File: src/rtl/fault_agg_pkg.sv
package fault_agg_pkg;
    typedef enum logic {
        SER_IDLE  = 1'b0,
        SER_SHIFT = 1'b1
    } ser_state_t;
endpackage

File: src/rtl/fault_qualifier.sv
module fault_qualifier #(
    parameter int N_FLT = 7,
    parameter int QUAL  = 4
) (
    input  logic             clk,
    input  logic             rst_n,
    input  logic             sample_tick,
    input  logic [N_FLT-1:0] fault_in,
    output logic [N_FLT-1:0] cur
);
    localparam int CW = (QUAL > 1) ? $clog2(QUAL) : 1;

    for (genvar k = 0; k < N_FLT; k++) begin : g_bit
        logic [CW-1:0] cnt;

        always_ff @(posedge clk or negedge rst_n) begin
            if (!rst_n) begin
                cnt    <= '0;
                cur[k] <= 1'b0;
            end else if (sample_tick) begin
                if (!fault_in[k]) begin
                    cnt    <= '0;
                    cur[k] <= 1'b0;
                end else if (!cur[k]) begin
                    if (cnt == CW'(QUAL - 1)) cur[k] <= 1'b1;
                    else                      cnt    <= cnt + 1'b1;
                end
            end
        end

        // no change between strobes
        a_r1_hold: assert property (@(posedge clk) disable iff (!rst_n)
            !sample_tick |=> $stable(cur[k]));
        // low sample drops the bit
        a_r3_drop: assert property (@(posedge clk) disable iff (!rst_n)
            (sample_tick && !fault_in[k]) |=> !cur[k]);
        // a rise only follows a high sample
        a_r2_rise: assert property (@(posedge clk) disable iff (!rst_n)
            $rose(cur[k]) |-> $past(sample_tick && fault_in[k]));
    end
endmodule

File: src/rtl/fault_history.sv
module fault_history #(
    parameter int N_FLT = 7
) (
    input  logic             clk,
    input  logic             rst_n,
    input  logic             hist_clr,
    input  logic [N_FLT-1:0] cur,
    output logic [N_FLT-1:0] hist
);
    always_ff @(posedge clk or negedge rst_n) begin
        if (!rst_n)        hist <= '0;
        else if (hist_clr) hist <= cur;
        else               hist <= hist | cur;
    end

    // sticky unless cleared
    a_r6_sticky: assert property (@(posedge clk) disable iff (!rst_n)
        !hist_clr |=> ((hist & $past(hist)) == $past(hist)));
    // clear loads the current vector
    a_r7_clear: assert property (@(posedge clk) disable iff (!rst_n)
        hist_clr |=> (hist == $past(cur)));
endmodule

File: src/rtl/status_serializer.sv
module status_serializer
    import fault_agg_pkg::*;
#(
    parameter int WORD_W = 14
) (
    input  logic              clk,
    input  logic              rst_n,
    input  logic              ser_start,
    input  logic [WORD_W-1:0] word,
    output logic              ser_bit,
    output logic              ser_valid
);
    localparam int CNT_W = $clog2(WORD_W);

    ser_state_t        state, state_nx;
    logic [WORD_W-1:0] shreg;
    logic [CNT_W-1:0]  cnt;
    logic              last;

    assign last = (cnt == CNT_W'(WORD_W - 1));

    always_comb begin
        state_nx = state;
        unique case (state)
            SER_IDLE:  if (ser_start) state_nx = SER_SHIFT;
            SER_SHIFT: if (last)      state_nx = SER_IDLE;
            default:                  state_nx = SER_IDLE;
        endcase
    end

    always_ff @(posedge clk or negedge rst_n) begin
        if (!rst_n) begin
            state <= SER_IDLE;
            shreg <= '0;
            cnt   <= '0;
        end else begin
            state <= state_nx;
            unique case (state)
                SER_IDLE: if (ser_start) begin
                    shreg <= word;
                    cnt   <= '0;
                end
                SER_SHIFT: begin
                    shreg <= shreg >> 1;
                    cnt   <= cnt + 1'b1;
                end
                default: cnt <= '0;
            endcase
        end
    end

    always_comb begin
        ser_valid = (state == SER_SHIFT);
        ser_bit   = ser_valid & shreg[0];
    end

    // a frame runs to its end
    a_r9_no_abort: assert property (@(posedge clk) disable iff (!rst_n)
        (state == SER_SHIFT && !last) |=> (state == SER_SHIFT));
    // frame ends after its last bit
    a_r8_end: assert property (@(posedge clk) disable iff (!rst_n)
        (state == SER_SHIFT && last) |=> (state == SER_IDLE));
endmodule

File: src/rtl/fault_aggregator.sv
module fault_aggregator #(
    parameter int N_FLT    = 7,
    parameter int QUAL     = 4,
    parameter int LOSS_IDX = 5
) (
    input  logic             clk,
    input  logic             rst_n,
    input  logic             sample_tick,
    input  logic [N_FLT-1:0] fault_in,
    input  logic             hist_clr,
    input  logic             ser_start,
    output logic             maint_flag,
    output logic             led_n,
    output logic             off_lamp_n,
    output logic             warn_lamp_n,
    output logic [N_FLT-1:0] hist_image,
    output logic             ser_bit,
    output logic             ser_valid
);
    localparam int WORD_W = 2 * N_FLT;
    localparam logic [N_FLT-1:0] LED_MASK = ~(N_FLT'(1) << LOSS_IDX);

    logic [N_FLT-1:0] cur;

    fault_qualifier #(.N_FLT(N_FLT), .QUAL(QUAL)) u_qual (
        .clk(clk), .rst_n(rst_n), .sample_tick(sample_tick),
        .fault_in(fault_in), .cur(cur));

    fault_history #(.N_FLT(N_FLT)) u_hist (
        .clk(clk), .rst_n(rst_n), .hist_clr(hist_clr),
        .cur(cur), .hist(hist_image));

    status_serializer #(.WORD_W(WORD_W)) u_ser (
        .clk(clk), .rst_n(rst_n), .ser_start(ser_start),
        .word({hist_image, cur}), .ser_bit(ser_bit), .ser_valid(ser_valid));

    always_comb begin
        maint_flag  = |cur;
        off_lamp_n  = ~maint_flag;
        warn_lamp_n = ~maint_flag;
        led_n       = ~|(cur & LED_MASK);
    end

    // LED only ever lit with the gate set
    a_r5_led_gate: assert property (@(posedge clk) disable iff (!rst_n)
        !led_n |-> maint_flag);
    // a current fault is in the history one cycle later
    a_r6_capture: assert property (@(posedge clk) disable iff (!rst_n)
        maint_flag |=> (hist_image != '0));
endmodule

File: config.mk
export PLATFORM = sky130hd
export DESIGN_NAME = fault_aggregator
export DESIGN_NICKNAME = d
export VERILOG_FILES = /design/src/rtl/fault_agg_pkg.sv /design/src/rtl/fault_qualifier.sv /design/src/rtl/fault_history.sv /design/src/rtl/status_serializer.sv /design/src/rtl/fault_aggregator.sv
export SDC_FILE = /design/constraint.sdc
export NUM_CORES = 1
export LEC_CHECK = 0
export ABC_AREA = 1
export BUFFER_PORTS_ARGS = -buffer_cell sky130_fd_sc_hd__buf_2
export CORE_MARGIN = 10
export CORE_UTILIZATION = 55
export DETAILED_ROUTE_END_ITERATION = 8
export PLACE_DENSITY_LB_ADDON = 0.05
export SLEW_MARGIN = 40
export SYNTH_ARGS = -nofsm -noshare
export SYNTH_HDL_FRONTEND = slang
export SYNTH_HIERARCHICAL = 1
export SYNTH_SLANG_ARGS = --single-unit
File: constraint.sdc
create_clock -name clk -period 2.52 [get_ports clk]
set_input_delay 0.63 -clock clk [delete_from_list [all_inputs] [get_ports clk]]
set_output_delay 0.63 -clock clk [all_outputs]
set_load 0.03 [all_outputs]
==> results of run 1 <==
layout by cell type, fill, tap and decap left out, types with 2 or more instances in the layout:
master	instances
nand2_1	113
dfrtp_1	47
inv_1	26
buf_2	24
nor2_1	22
nand4_1	14
nand3_1	14
ha_1	9
clkbuf_8	7
nand3_4	5
nor2b_4	5
buf_4	2
inv_2	2
nor2b_1	2
nand2_2	2
nand3_2	2
o21ai_0	2
cell type report:
class                   count  area [sq um]
flip-flops and latches     47          1180
well taps                  52          65.1
multi-input cells         194          1030
inverters                  29           111
fillers                   393          1680
repair buffers             26           135
clock buffers               8           100
sequential cells by signal, summed over array words and instances, names as in the netlist:
signal            cells
u_hist/hist           7
u_qual/cur            7
u_qual/g_bit.cnt     14
u_ser/cnt             4
u_ser/ser_valid       1
u_ser/shreg          14
power by group:
| part | internal (mW) | switching (mW) |
|---|---|---|
| Sequential | 0.942 | 0.143 |
| Clock | 0.250 | 0.238 |
| Combinational | 0.243 | 0.419 |
routing by layer:
layer | wire length (microns) | part of all wire (%)
met5 | 0 | 0
met4 | 66 | 1.5
met3 | 200 | 4.6
met2 | 2090 | 48
met1 | 2010 | 46
cells by family after synthesis:
| family | count (synthesis) | synth area share (%) |
|---|---|---|
| adder cells (fa/ha/maj) | 9 | 4.67 |
| AO/OA/AOI/OAI | 4 | 0.882 |
| flip-flops | 47 | 48.8 |
| buffers and inverters | 37 | 8.51 |
| AND/OR/NAND/NOR | 181 | 37.2 |
worst paths after layout:
path | endpoint | from | slack, ns | depth (start not counted)
max | warn_lamp_n | u_qual/cur[3] | 0.57 | 4
min | u_ser/ser_valid | rst_n | 0.41 | 2
max reg2reg | u_ser/shreg[4] | u_ser/ser_valid | 1.36 | 6
min reg2reg | u_qual/g_bit[6].cnt[1] | u_qual/g_bit[6].cnt[1] | 0.48 | 2
max in group asynchronous | u_qual/g_bit[5].cnt[0] | rst_n | 1.71 | 2
min in group clk | u_qual/g_bit[6].cnt[1] | u_qual/g_bit[6].cnt[1] | 0.48 | 2
worst max-delay path, delay by kind of cell, from the launching register on:
kind | cells | cell delay (ns)
DFF | 1 | 0.46
buffers and inverters | 1 | 0.22
and+or+nand+nor | 3 | 0.35
==> flow_summary_export.csv, run 1 <==
group,metric,value,unit
setup_path,critPathMostFrequentCell,"nor2_1",
layout,drive_gt1_share,17.1,%
clock_network,root_buffer,"clkbuf_8",
floorplan,rows,24,
detailed_routing,drtPass1Iterations,4,
power_and_ir_drop,total_power,2.24,mW
placed_design,dpl.hpwl,3140,microns
detailed_routing,drt_wl_total,4370,microns
setup_path,cp-start-kind,"register",
global_routing,track_usage,13.0,%
global_routing,grt_pass1_wl,7830,microns
floorplan,die_w,86.2,microns
yosys,async_flop_share,100,%
clock_network,cts_tree,"done",
clock_network,ctsResizeCount,0,
yosys,syn_area_per_cell,8.68,sq um
sta,fin_worst_hold_slack,0.410,ns
sta,finalMaxSlewViolations,0,
floorplan,die_height,86.2,microns
detailed_routing,drtIter0Drc,87,
yosys,synth.largest_area_cell,"dfrtp_1",
sta,fin_crit,1.95,ns
placed_design,place.gp.congestion,0.816,
setup_path,cpPeakStageDelay,0.46,ns
setup_path,path_max_fanout,7,
yosys,synth.cell_area,0.00241,sq mm
detailed_routing,routedWlPerCell,12.3,microns
sta,min_period_over_period,77.5,%
setup_path,worstSetupPathType,"register to output port",
yosys,synth.area.top_cells,"dfrtp_1 (49%), nand2_1 (18%), ha_1 (4.7%)",
clock_network,cts_sinks,47,
setup_path,path_cells,"nor2_1 -> nand2_1 -> nor2_1 -> buf_2",
placed_design,placed_cell_area,0.00252,sq mm
global_routing,busiest_layer,"met2",
floorplan,io_pins,25,
power_and_ir_drop,p_per_area,854,mW/mm^2
setup_path,arrival,1.32,ns
floorplan,coreArea,0.00429,sq mm
layout,finalNonFillerCells,356,
setup_path,endpoint_kind,"output port",
yosys,yosysSeqAreaShare,48.8,%
layout,final_util,61.0,%
clock_network,clk_path_buf_depth,2,
layout,final_area,0.00262,sq mm
sta,tns,0,ns
yosys,yosys.area.top_type_share,48.8,%
floorplan,start_util,56.2,%
clock_network,post_cts_buffers,0,
clock_network,htree_levels,2,
placed_design,io_buffers,24,
clock_network,cts_made_buffers,5,
sta,setup_violations,0,
global_routing,met3_usage,4.13,%
clock_network,clk-insertion-delay-late,0.30,ns
sta,rsz0062_at_grt,"false",
setup_path,required,1.89,ns
yosys,synth_nets,299,
power_and_ir_drop,peakVddDrop,0.000379,V
floorplan,dieArea,0.00743,sq mm
job,max-cap-violations,0,
yosys,synth_most_common_cell,"nand2_1",
global_routing,grt_use_met2,20.6,%
yosys,synth_edf_count,0,
clock_network,clkSlewWorstSetupHoldPaths,0.08,ns
clock_network,cts_hold_buffers,0,
yosys,synth_ff_type,"dfrtp_1",
hold_path,worstHoldPathType,"primary input to asynchronous set/reset pin",
global_routing,antenna_found_initial,0,
run_status,status,"completed",
global_routing,grt_max_degree,48,
detailed_routing,routed-via-count,1779,
layout,synthToLayoutAreaGrowth,8.56,%
detailed_routing,viasPerCell,5.00,
global_routing,grt_pass1_vias,1736,
layout,nets,324,
layout,antennaDiodeCount,0,
yosys,synth_cells,278,
placed_design,dp_cells,348,
sta,tightest_slew,0.628,ns
placed_design,post-place-ws,0.870,ns
detailed_routing,drc_errors,0,
yosys,ys_warn_count,6,
sta,hold_viol_final,0,
sta,setup_ws,0.566,ns
detailed_routing,ant_nets,0,
sta,max_slew_margin,58.1,%
yosys,synth_cell_types,23,
sta,fmaxAchievable,512,MHz
power_and_ir_drop,leakage,1.46,nW
global_routing,gr-total-overflow,0,
global_routing,met1_usage,15.9,%
yosys,yosys-top-cells-count,"nand2_1 (113), dfrtp_1 (47), inv_1 (26), nor2_1 (22)",
yosys,ys_ff_latch,47,
sta,clock_skew,0.00573,ns
setup_path,crit_slowest_cell,"dfrtp_1",
(Power assumes the default switching activity.)
==> run 2, diff against run 1 <==
clock period = 2.05 ns   (was 2.52 ns; I/O delays follow)
==> run 2 against run 1 <==
Global-route usage shrank 0.60 points. Non-clock buffer count grew 2. Die area is the same. Final area grew 1.5%. Hold slack lost 0.25 ns. Utilization grew 0.93 points. Register-to-register slack lost 0.45 ns. Critical path depth is the same. Sequential power grew 23%. Cell count grew 0.56%. Clock skew grew 0.0030 ns. Critical endpoint is now off_lamp_n. Highest routed layer unchanged.
==> flow_summary_export.csv, run 2 (synthesis gave the netlist of run 1 again) <==
group,metric,value,unit
global_routing,grt_max_degree,30,
setup_path,critPathTopFamily,"flip-flops",
sta,fin_crit,1.84,ns
sta,setup_ws,0.213,ns
layout,fill_cells,386,
sta,tightest_slew,0.462,ns
sta,clock_skew,0.00872,ns
setup_path,critPathMostFrequentCell,"nor2_1",
setup_path,path_max_fanout,7,
sta,min_period_over_period,89.6,%
layout,antennaDiodeCount,0,
floorplan,rows,24,
layout,multi_input_area,0.00103,sq mm
clock_network,htree_levels,2,
clock_network,clk_path_buf_depth,2,
sta,rsz0062_at_grt,"false",
detailed_routing,routedWlPerCell,12.0,microns
sta,hold_viol_final,0,
layout,synthToLayoutAreaGrowth,10.2,%
global_routing,grt_pass1_vias,1774,
clock_network,cts_made_buffers,5,
detailed_routing,viasPerCell,4.96,
placed_design,io_buffers,24,
layout,drive_gt1_share,18.0,%
clock_network,post_cts_buffers,0,
global_routing,antenna_found_initial,0,
detailed_routing,drtIter0Drc,91,
floorplan,coreArea,0.00429,sq mm
setup_path,reg2reg_depth,6,
setup_path,critical_path_depth,4,
setup_path,cpPeakStageDelay,0.46,ns
power_and_ir_drop,p_per_area,1060,mW/mm^2
sta,max_slew_margin,69.2,%
power_and_ir_drop,leakage,1.48,nW
setup_path,crit_slowest_cell,"dfrtp_1",
global_routing,gr-total-overflow,0,
power_and_ir_drop,peakVddDrop,0.000478,V
setup_path,cp-start-kind,"register",
detailed_routing,drc_errors,0,
placed_design,post-place-ws,0.518,ns
floorplan,die_w,86.2,microns
job,max-cap-violations,0,
detailed_routing,drtPass1Iterations,4,
layout,final_common_cell,"nand2_1",
floorplan,die_height,86.2,microns
floorplan,dieArea,0.00743,sq mm
layout,nets,326,
global_routing,grt_pass1_wl,7670,microns
clock_network,cts_hold_buffers,0,
setup_path,arrival,1.32,ns
clock_network,clk-insertion-delay-late,0.30,ns
placed_design,place.gp.congestion,0.759,
global_routing,track_usage,12.4,%
detailed_routing,routed-via-count,1775,
setup_path,endpoint_kind,"output port",
clock_network,ctsResizeCount,0,
layout,top_regs,"u_qual/g_bit.cnt: 14 flops, u_ser/shreg: 14 flops",
setup_path,path_cells,"nor2_1 -> nand2_1 -> nor2_1 -> buf_2",
sta,fmaxAchievable,544,MHz
clock_network,root_buffer,"clkbuf_8",
clock_network,cts_tree,"done",
layout,final-seq-area,0.00118,sq mm
sta,tns,0,ns
detailed_routing,drt_wl_total,4300,microns
detailed_routing,ant_nets,0,
placed_design,dpl.hpwl,3190,microns
layout,final_cell_mix,"nand2_1 (113), dfrtp_1 (47), inv_1 (26)",
sta,finalMaxSlewViolations,0,
floorplan,io_pins,25,
floorplan,start_util,56.2,%
sta,setup_violations,0,
setup_path,cp_num_buf_inv,1,
clock_network,cts_sinks,47,
setup_path,worstSetupPathType,"register to output port",
clock_network,clkSlewWorstSetupHoldPaths,0.08,ns
setup_path,required,1.54,ns
run_status,status,"completed",
hold_path,worstHoldPathType,"primary input to asynchronous set/reset pin",
-- run 2: changes by cell type in the layout (fill, tap and decap cells not counted) --
cell	before	now
clkbuf_8	7	5
bufinv_16	0	1
clkinv_4	0	1
clkinv_2	0	1
buf_4	2	3
clkbuf_1	1	0
buf_12	0	1
-- run 2: worst register-to-register path, stage by stage (launching register included) --
cell	delay (ns)
dfrtp_1	0.40
buf_4	0.22
inv_2	0.11
nand2_4	0.07
inv_4	0.14
nand2_1	0.08
nand3_1	0.07
-- run 2: layer usage --
layer  up-vias  wire (microns)  global-route usage (%)
met1       816            2070                    15.0
met4         0              63                    4.86
met3         5             191                    3.75
met2        30            1980                    20.2
met5         -               0                       0
li1        924               -                       -
-- run 2: power by group --
group	leakage, nW	switching (mW)	total (mW)	internal [mW]
registers	0.589	0.171	1.33	1.16
logic	0.834	0.520	0.824	0.304
clock network	0.0581	0.315	0.678	0.363
-- run 2: cell type report --
cell class / instances / share of cell area (%)
multi-input combinational: 194 / 38.8
sequential: 47 / 44.2
clock buffer: 5 / 2.59
timing repair buffer: 28 / 6.12
inverter: 29 / 4.19
tap: 52 / 2.45
clock inverter: 3 / 1.65
-- run 2: worst paths after layout --
check | start | to | slack, ns
worst max-delay path | u_qual/cur[3] | off_lamp_n | 0.21
worst min-delay path | rst_n | u_ser/cnt[2] | 0.16
worst max register to register | u_ser/ser_valid | u_ser/shreg[2] | 0.91
worst min register to register | u_qual/g_bit[3].cnt[1] | u_qual/g_bit[3].cnt[1] | 0.48
max in group asynchronous | rst_n | u_qual/cur[4] | 1.39
min in group clk | hist_clr | u_hist/hist[3] | 0.48
-- run 2: metrics by stage --
step                      util, %  area (sq um)  instances  hold WS, ns  total power [mW]
final                        61.9          2660        358        0.157              2.83
after global placement       59.3          2550        350        0.459              2.16
after detailed placement     59.3          2550        350        0.467              2.18
after global routing         61.9          2660        358        0.171              3.05
after CTS                    61.9          2660        358        0.161              2.87
after floorplan                 -          2410        278        0.217              2.00
==> run 3, diff against run 2 <==
SYNTH_HIERARCHICAL = default   (was 1)
==> run 3 against run 2 <==
Fmax up 0.45%. Critical endpoint is now warn_lamp_n. Synthesized area down 8.0%. Cell count down 11%. Largest power group unchanged. Largest cell class unchanged. Die area down 6.2%. Total power up 6.5%. Combinational power up 18%. Sequential share of layout area up 3.0 points.
==> flow_summary_export.csv, run 3 <==
group,metric,value,unit
layout,drive_gt1_share,17.8,%
yosys,yosys.area.top_type_share,53.0,%
yosys,synth_cell_types,19,
power_and_ir_drop,pwr-share-comb,32.3,%
setup_path,arrival,1.32,ns
power_and_ir_drop,pwr-share-seq,44.6,%
power_and_ir_drop,total_power,3.02,mW
clock_network,cts_hold_buffers,0,
yosys,synth.cell_area,0.00222,sq mm
clock_network,cts_sinks,47,
detailed_routing,drtPass1Iterations,4,
yosys,yosys-top-cells-count,"nand2_1 (80), dfrtp_1 (47), inv_1 (28), o21ai_0 (25), nand4_1 (14)",
yosys,ys_ff_latch,47,
setup_path,path_cells,"nor2_1 -> nand2_1 -> nor2_1 -> buf_2",
sta,tightest_slew,0.503,ns
global_routing,antenna_found_initial,0,
setup_path,reg2reg_depth,4,
yosys,synth.largest_area_cell,"dfrtp_1",
layout,final_cell_mix,"nand2_1 (80), dfrtp_1 (47), inv_1 (28)",
global_routing,grt_pass1_wl,7770,microns
clock_network,ctsResizeCount,0,
run_status,status,"completed",
setup_path,required,1.54,ns
setup_path,cp-start-kind,"register",
floorplan,coreArea,0.00394,sq mm
global_routing,grt_pass1_vias,1740,
placed_design,placed_cell_area,0.00237,sq mm
power_and_ir_drop,switching_share,37.8,%
sta,setup_ws,0.221,ns
power_and_ir_drop,p_int,1.87,mW
placed_design,post-place-ws,0.524,ns
detailed_routing,viasPerCell,5.24,
setup_path,critPathMostFrequentCell,"nor2_1",
sta,finalMaxSlewViolations,0,
job,max-cap-violations,0,
setup_path,worstSetupPathType,"register to output port",
yosys,synth_most_common_cell,"nand2_1",
sta,fin_crit,1.83,ns
layout,synthToLayoutAreaGrowth,12.4,%
floorplan,dieArea,0.00697,sq mm
layout,top_regs,"u_qual.g_bit.cnt: 14 flops, u_ser.shreg: 14 flops",
layout,nets,290,
sta,fmaxAchievable,547,MHz
power_and_ir_drop,clockPowerShare,23.1,%
power_and_ir_drop,p_switching,1.14,mW
placed_design,place.gp.congestion,0.793,
clock_network,clkSlewWorstSetupHoldPaths,0.09,ns
clock_network,htree_levels,2,
layout,final_area,0.00249,sq mm
clock_network,cts_made_buffers,5,
floorplan,start_util,56.3,%
global_routing,gr-total-overflow,0,
power_and_ir_drop,p_per_area,1210,mW/mm^2
detailed_routing,drc_errors,0,
global_routing,track_usage,13.3,%
detailed_routing,routed-via-count,1678,
placed_design,dpl.hpwl,3160,microns
floorplan,die_height,83.5,microns
sta,setup_violations,0,
detailed_routing,drt_wl_total,4240,microns
sta,min_period_over_period,89.2,%
hold_path,worstHoldPathType,"primary input to asynchronous set/reset pin",
setup_path,path_max_fanout,5,
sta,fin_worst_hold_slack,0.163,ns
sta,hold_viol_final,0,
power_and_ir_drop,leakage,1.31,nW
yosys,ys_warn_count,0,
sta,rsz0062_at_grt,"false",
yosys,synth.area.top_cells,"dfrtp_1 (53%), nand2_1 (14%), o211ai_2 (5.6%)",
detailed_routing,routedWlPerCell,13.3,microns
clock_network,root_buffer,"clkbuf_8",
clock_network,post_cts_buffers,0,
layout,antennaDiodeCount,0,
clock_network,cts_tree,"done",
sta,clock_skew,0.0102,ns
power_and_ir_drop,peakVddDrop,0.000534,V
clock_network,clk-insertion-delay-late,0.30,ns
yosys,synth_edf_count,0,
setup_path,endpoint_kind,"output port",
setup_path,crit_slowest_cell,"dfrtp_1",
yosys,syn_area_per_cell,9.13,sq um
yosys,synth_nets,264,
detailed_routing,ant_nets,0,
yosys,yosysSeqAreaShare,53.0,%
yosys,synth_ff_type,"dfrtp_1",
floorplan,die_w,83.5,microns
layout,fill_cells,346,
layout,final_common_cell,"nand2_1",
yosys,async_flop_share,100,%
setup_path,cpPeakStageDelay,0.42,ns
yosys,synth_cells,243,
floorplan,rows,23,
sta,tns,0,ns
sta,max_slew_margin,66.5,%
detailed_routing,drtIter0Drc,120,
placed_design,io_buffers,24,
clock_network,clk_path_buf_depth,2,
global_routing,grt_max_degree,28,
floorplan,io_pins,25,
-- run 3: cell count changes after synthesis, sizes merged, moves of 7 or more --
cell	previous run	this run
nor2	23	11
o211ai	0	13
nand2	116	81
nor2b	7	0
nand3	21	3
o21ai	2	25
-- run 3: area by class of cell --
class / count / area (sq um) / area share (%)
inverters: 29 / 109 / 4.37
clock buffers: 6 / 82.6 / 3.31
repair buffers: 27 / 155 / 6.22
well taps: 50 / 62.6 / 2.51
clock inverters: 2 / 35.0 / 1.41
flip-flops and latches: 47 / 1180 / 47.2
multi-input cells: 159 / 872 / 35.0
-- run 3: kinds of logic after synthesis --
kind of cell	Yosys count	synth area share [%]
flops	47	53.0
xor+xnor	1	0.395
buf+inv	37	7.67
simple gates	110	21.3
fa+ha+maj	9	5.08
compound gates	39	12.6
-- run 3: metrics by stage --
stage,instances,util (%)
2_1_floorplan,243,-
3_3_place_gp,312,60.2
3_5_place_dp,312,60.2
4_1_cts,320,63.2
5_1_grt,320,63.2
6_report,320,63.2
-- run 3: power by group through the flow --
| stage | clock, mW | sequential (mW) | combinational, mW |
|---|---|---|---|
| 2_1_floorplan | 0 | 1.39 | 0.699 |
| 3_3_place_gp | 0 | 1.35 | 0.978 |
| 3_5_place_dp | 0 | 1.36 | 0.997 |
| 4_1_cts | 0.719 | 1.34 | 0.997 |
| 5_1_grt | 0.751 | 1.38 | 1.11 |
| 6_report | 0.697 | 1.34 | 0.975 |
-- run 3: final timing paths --
path | from | slack (ns) | end
setup / recovery | u_qual.cur[2] | 0.22 | warn_lamp_n
min in group clk | fault_in[0] | 0.47 | u_qual.g_bit[0].cnt[0]
setup reg to reg | u_ser.ser_valid | 0.77 | u_ser.shreg[4]
max in group asynchronous | rst_n | 1.36 | u_ser.shreg[6]
hold / removal | rst_n | 0.16 | u_ser.shreg[8]
hold reg to reg | u_qual.g_bit[0].cnt[1] | 0.48 | u_qual.g_bit[0].cnt[1]
-- run 3: layer usage --
metal	vias up	track usage [%]	routed length [microns]
met5	-	0	0
met2	22	21.6	1940
met1	806	16.1	2090
li1	844	-	-
met4	0	4.57	62
met3	6	4.20	152
-- run 3: critical path, delay by kind of cell, from the launching register on --
kind                   cells  cell delay (ns)
buffers and inverters      1             0.23
DFF                        1             0.42
and+or+nand+nor            3             0.37
